File: src/rtl/rmul_pkg.sv
package rmul_pkg;

    localparam int DIGIT_W   = 4;
    localparam int RADIX     = 10;
    localparam int NUM_DEC   = 2;
    localparam int FRAME_LEN = RADIX ** NUM_DEC;
    localparam int PCNT_W    = $clog2(FRAME_LEN + 1);

    typedef logic [DIGIT_W-1:0] digit_t;

    typedef struct packed {
        digit_t tens;
        digit_t units;
    } bcd2_t;

    typedef enum logic [0:0] {
        SRC_TENS  = 1'b0,
        SRC_UNITS = 1'b1
    } slot_src_e;

    function automatic digit_t clamp_digit(input digit_t d);
        return (d > digit_t'(RADIX - 1)) ? digit_t'(RADIX - 1) : d;
    endfunction

    // Spreads 'rate' hits evenly over the RADIX positions of one decade.
    function automatic logic slot_hit(input digit_t rate, input digit_t pos);
        int lo;
        int hi;
        lo = (int'(pos) * int'(rate)) / RADIX;
        hi = ((int'(pos) + 1) * int'(rate)) / RADIX;
        return (hi != lo);
    endfunction

    function automatic logic [PCNT_W-1:0] bcd2_value(input bcd2_t v);
        return PCNT_W'(int'(v.tens) * RADIX + int'(v.units));
    endfunction

endpackage

File: src/rtl/rmul_decade.sv
module rmul_decade
    import rmul_pkg::*;
#(
    parameter int MAXV = RADIX - 1
) (
    input  logic   clk_i,
    input  logic   rst_i,
    input  logic   step_i,
    output digit_t q_o,
    output digit_t nxt_o,
    output logic   carry_o
);

    digit_t q_r;
    logic   at_top;

    assign at_top  = (q_r == digit_t'(MAXV));
    assign nxt_o   = at_top ? '0 : q_r + digit_t'(1);
    assign carry_o = step_i & at_top;
    assign q_o     = q_r;

    always_ff @(posedge clk_i) begin
        if (rst_i) begin
            q_r <= '0;
        end else if (step_i) begin
            q_r <= nxt_o;
        end
    end

endmodule

File: src/rtl/rmul_slot_decode.sv
module rmul_slot_decode
    import rmul_pkg::*;
(
    input  bcd2_t pos_i,
    input  bcd2_t prog_i,
    output logic  hit_o
);

    slot_src_e src;

    always_comb begin
        src = (pos_i.units == '0) ? SRC_UNITS : SRC_TENS;
        unique case (src)
            SRC_UNITS: hit_o = slot_hit(prog_i.units, pos_i.tens);
            SRC_TENS:  hit_o = slot_hit(prog_i.tens, pos_i.units);
            default:   hit_o = 1'b0;
        endcase
    end

endmodule

File: src/rtl/two_decade_rate_mult.sv
module two_decade_rate_mult
    import rmul_pkg::*;
(
    input  logic               clk_i,
    input  logic               rst_i,
    input  logic               en_i,
    input  logic [DIGIT_W-1:0] tens_i,
    input  logic [DIGIT_W-1:0] units_i,
    output logic               pulse_o,
    output logic               frame_o
);

    digit_t pos_q  [NUM_DEC];
    digit_t pos_nx [NUM_DEC];
    digit_t pos_adv[NUM_DEC];
    logic   step   [NUM_DEC];
    logic   carry  [NUM_DEC];

    genvar g;
    generate
        for (g = 0; g < NUM_DEC; g++) begin : g_dec
            if (g == 0) begin : g_first
                assign step[g] = en_i;
            end else begin : g_chain
                assign step[g] = carry[g-1];
            end

            rmul_decade #(.MAXV(RADIX - 1)) i_decade (
                .clk_i  (clk_i),
                .rst_i  (rst_i),
                .step_i (step[g]),
                .q_o    (pos_q[g]),
                .nxt_o  (pos_nx[g]),
                .carry_o(carry[g])
            );

            assign pos_adv[g] = step[g] ? pos_nx[g] : pos_q[g];
        end
    endgenerate

    bcd2_t prog_q;
    bcd2_t prog_in;
    bcd2_t prog_use;
    bcd2_t pos_cur;
    bcd2_t pos_next;
    logic  wrap;
    logic  hit_next;
    logic  arm_q;

    assign wrap     = carry[NUM_DEC-1];
    assign prog_in  = '{tens: clamp_digit(tens_i), units: clamp_digit(units_i)};
    assign prog_use = wrap ? prog_in : prog_q;
    assign pos_cur  = '{tens: pos_q[1], units: pos_q[0]};
    assign pos_next = '{tens: pos_adv[1], units: pos_adv[0]};

    // Decision for the upcoming slot, prepared one enabled slot ahead.
    rmul_slot_decode i_decode (
        .pos_i (pos_next),
        .prog_i(prog_use),
        .hit_o (hit_next)
    );

    always_ff @(posedge clk_i) begin
        if (rst_i) begin
            prog_q <= '0;
            arm_q  <= 1'b0;
        end else if (en_i) begin
            arm_q <= hit_next;
            if (wrap) begin
                prog_q <= prog_in;
            end
        end
    end

    assign pulse_o = en_i & arm_q;
    assign frame_o = en_i & (pos_cur == '0);

endmodule

File: config.mk
export PLATFORM = sky130hd
export DESIGN_NAME = two_decade_rate_mult
export DESIGN_NICKNAME = d
export VERILOG_FILES = /design/src/rtl/rmul_pkg.sv /design/src/rtl/rmul_decade.sv /design/src/rtl/rmul_slot_decode.sv /design/src/rtl/two_decade_rate_mult.sv
export SDC_FILE = /design/constraint.sdc
export NUM_CORES = 1
export LEC_CHECK = 0
export BUFFER_PORTS_ARGS = -buffer_cell sky130_fd_sc_hd__buf_4
export CORE_ASPECT_RATIO = 2
export CORE_UTILIZATION = 30
export CTS_BUF_LIST = sky130_fd_sc_hd__clkbuf_2 sky130_fd_sc_hd__clkbuf_4 sky130_fd_sc_hd__clkbuf_8
export DETAILED_ROUTE_END_ITERATION = 8
export PLACE_DENSITY = 0.46
export REMOVE_ABC_BUFFERS = 1
export SETUP_SLACK_MARGIN = 0.15
export SLEW_MARGIN = 0
export SYNTH_ARGS = -nofsm -noshare
export SYNTH_HDL_FRONTEND = slang
export SYNTH_SLANG_ARGS = --single-unit
File: constraint.sdc
create_clock -name clk_i -period 11.2 [get_ports clk_i]
set_clock_uncertainty 0.1 [all_clocks]
set_input_delay 1.12 -clock clk_i [delete_from_list [all_inputs] [get_ports clk_i]]
set_output_delay 1.12 -clock clk_i [all_outputs]
set_load 0.1 [all_outputs]
==> implementation parameters <==
Parameter                              Value

STA
  Worst Max-Slew Pin Slew ... approximately 960 ps
  Top achievable clock speed ... between 90 and 100 MHz
  RSZ-0062 raised after global routing ... false
  Final Max Tran Viols ... 0
  Post-route clock period utilization ... 90.99%
  Hold Vio Cnt, Final ... 0
  Rel. slew slack ... 35.63%
  Setup violation total in the final timing report ... 0
  Final setup TNS ... 0 ps
  Crit path time final ... between 10000 and 15000 ps

Final layout
  Filler-free cell count of the finished design ... roughly 1300
  Final design utilization ... 32.71%
  Nets ... roughly 1100
  Layout overhead on the synthesized area ... 6.404%
  Filler cells ... about 2700
  Fraction of layout cells with a size suffix above 1 ... 9.796%
  ANT cells ... 0

Placed design
  RePlAce Congestion ... ~0.87
  Placed cell count ... between 1000 and 1500
  Half-perimeter wire length after detailed placement ... 19.78 mm
  Count of buffers inserted at the top-level ports ... 12

Critical path
  Max FO, Critical Path ... 13
  Largest stage delay on the critical path ... approximately 600 ps
  Required time of the critical path ... 11260 ps
  Launch instance of the worst register-to-register path ... g_dec[0].i_decade.q_o[0]$_SDFF_PP0_
  Start point of the critical path ... en_i
  Slowest stage cell, crit path ... sky130_fd_sc_hd__a32oi_2
  Worst Setup Start Kind ... primary input
  Critical Path Sink Type ... register
  Top cell by count, worst path ... sky130_fd_sc_hd__ha_1
  Critical path class ... in2reg
  WP data arrival ... around 10000 ps

Pwr
  Net Sw Power ... about 0.000043 W
  Leak Pwr ... approximately 3.3 nW
  Fraction of power consumed by sequential logic ... 44.9%
  Worst supply voltage drop on vdd ... roughly 0.023 mV
  Clock share of power ... roughly 38%
  Pwr/cell area ... 17.62 nW/um2
  Int Power ... between 0.00009 and 0.0001 W
  Comb pwr share ... around 17%
  Sw frac ... 31.07%

Floorplan
  Effective utilization at floorplan ... a little under a third
  Number of rows created at floorplan ... 80
  Number of top-level pins ... 13
  Full die area ... approximately 25000 um2
  Chip Height ... between 200 and 250 um
  Area of the core region ... 24020 um2
  Die W ... about 110 um

Synthesis
  Share of synthesized area occupied by flip-flops and latches ... ~4.6%
  Basic-gate share of the synthesized area counting and, or, nand and nor cells ... between 20% and 30%
  Number of instances in the synthesized netlist ... about 1000
  Flop and latch count out of synthesis ... 17
  Cell Area, Synth ... roughly 7400 um2
  Number of different library cells in the post-synthesis netlist ... 106
  Post-synthesis mux area share ... ~4.0%
  Mean cell area of the mapped netlist ... a little over 7 um2
  Area contributors post-synth ... sky130_fd_sc_hd__ha_1, sky130_fd_sc_hd__nor2_1, sky130_fd_sc_hd__fa_1
  Synth Flop Type ... sky130_fd_sc_hd__dfxtp_1
  Synth Warn # ... 0
  Synth area leader ... sky130_fd_sc_hd__ha_1
  Share of synthesized cell area in full adder, half adder and majority cells ... roughly a fifth
  Dominant combinational cell family by area after synthesis ... compound AO/OA/AOI/OAI gates
  Number of flops mapped to enable cells by yosys ... 0
  Xor and xnor fraction of the mapped netlist area ... 4.845%
  Most frequent cells after synthesis ... sky130_fd_sc_hd__nor2_1, sky130_fd_sc_hd__ha_1, sky130_fd_sc_hd__nand2_1
  Synth Area in Compound Gates ... a little under a third
  Area fraction of the dominant cell type after synthesis ... between 10% and 20%
  Most frequently used cell type in the post-synthesis netlist ... sky130_fd_sc_hd__nor2_1
  FFs w/ async S/R, synth ... 0%

Drt
  Count of unresolved DRC violations after routing ... 0
  Vias after detailed routing ... around 7700
  Wire length per cell ... around 18 um
  Drt via density ... between 5 and 6
  Wire length reported by the detailed router ... 23.34 mm
  First-iteration detailed-routing DRC count ... between 300 and 400
  Remaining number of nets flagged by the antenna check after routing ... 0
  Detailed Routing Iterations Pass 1 ... 5

Global routing
  Largest net degree at the start of global routing ... 19
  Vias in the first global route ... between 7000 and 8000
  First-pass GRT wire length ... 38.63 mm
  Overall routing resource usage ... a little under a fifth
  Gr ovfl total ... 0
  Initial antenna violation count ... 0

Clock network
  Clk Latency, worst-skew pair ... around 270 ps
  Clock slew at the register clock pins of the worst setup and hold paths ... approximately 80 ps
  TritonCTS buffer count ... 3
  H-tree level count ... 1
  CTS Root Buffer Type ... sky130_fd_sc_hd__clkbuf_8
  Max Buffers Root-to-Sink ... 2
  Number of clock sinks ... 17
  # Post-CTS Setup Buffers ... 0
  TritonCTS clock tree ... yes

Min path
  Hold path start ... prog_q[2]$_SDFFE_PP0P_
  Hold WC Path Type ... reg2reg

Run
  Max Cap Violations ... 0

Run status
  Run status ... finished clean
==> cells in the final DEF (no fill, tap or decap), drive strengths merged, types with 17 or more instances in the layout <==
master    n
xnor2    28
dfxtp    17
a211oi   27
a31oi    18
mux2i    24
fa       20
nor3     35
inv      75
nor2b    20
nand3    33
a21oi    56
or2      20
nand2    76
o21ai    57
nor2    127
ha       79
buf      29
==> cell type report <==
class	instances	area (um2)	area share (%)
clock inverter	1	7.507	0.09553
inverter	75	281.5	3.582
sequential	17	340.3	4.331
timing repair buffer	29	217.7	2.770
multi-input combinational	906	6611	84.13
tap	287	359.1	4.569
clock buffer	3	41.29	0.5254
==> stage by stage <==
stage	power, W	worst slack, ps	hold slack, ps	cell area (um2)
global route	0.0001451	217.5	420.3	7859
CTS	0.0001421	714.5	396.4	7853
detailed placement	0.00008810	470.5	377.0	7804
global placement	0.00008818	752.6	375.2	7804
finish	0.0001385	1009	391.7	7859
floorplan	0.00007804	1864	423.2	7227
==> repair_timing <==
item / CTS / global route
setup endpoints to repair: 0 / 1
gates resized for setup: 0 / 2
hold buffers: 0 / 0
==> metal layers <==
| layer | wire (um) | global-route usage [%] |
|---|---|---|
| met1 | 7758 | 16.00 |
| met2 | 14290 | 41.96 |
| met3 | 309 | 0.8658 |
| met4 | 979 | 8.531 |
| met5 | 0 | 0 |
==> final timing paths <==
kind / to / slack [ps] / cells after the start
hold reg to reg: prog_q[2]$_SDFFE_PP0P_ / 390 / 2
setup / recovery: arm_q$_SDFFE_PP0P_ / 1010 / 36
setup reg to reg: arm_q$_SDFFE_PP0P_ / 1510 / 33
hold / removal: prog_q[2]$_SDFFE_PP0P_ / 390 / 2
==> power by group through the flow <==
| stage | Sequential [W] | Clock, W | Combinational [W] |
|---|---|---|---|
| after global placement | 0.0000636 | 0 | 0.0000245 |
| final | 0.0000622 | 0.0000522 | 0.0000241 |
| after detailed placement | 0.0000637 | 0 | 0.0000244 |
| after CTS | 0.0000622 | 0.0000554 | 0.0000246 |
| after global routing | 0.0000623 | 0.0000562 | 0.0000266 |
| after floorplan | 0.0000633 | 0 | 0.0000148 |
==> cells by family after synthesis <==
| kind of cell | count (synthesis) |
|---|---|
| compound gates | 316 |
| xor+xnor | 40 |
| fa+ha+maj | 105 |
| buf+inv | 109 |
| flops | 17 |
| mux | 28 |
| simple gates | 417 |
==> critical path, delay by kind of cell <==
family,cells,cell delay (ps)
AO/OA/AOI/OAI,11,3180
adder cells (fa/ha/maj),6,2290
AND/OR/NAND/NOR,11,2110
XOR/XNOR,3,780
buffers and inverters,4,410
multiplexers,1,330
==> registers in the layout, indices dropped and copies added, names as in the netlist <==
signal / flops
arm_q: 1
g_dec.i_decade.q_o: 8
prog_q: 8
No activity file was read; power rests on OpenSTA's default activity.
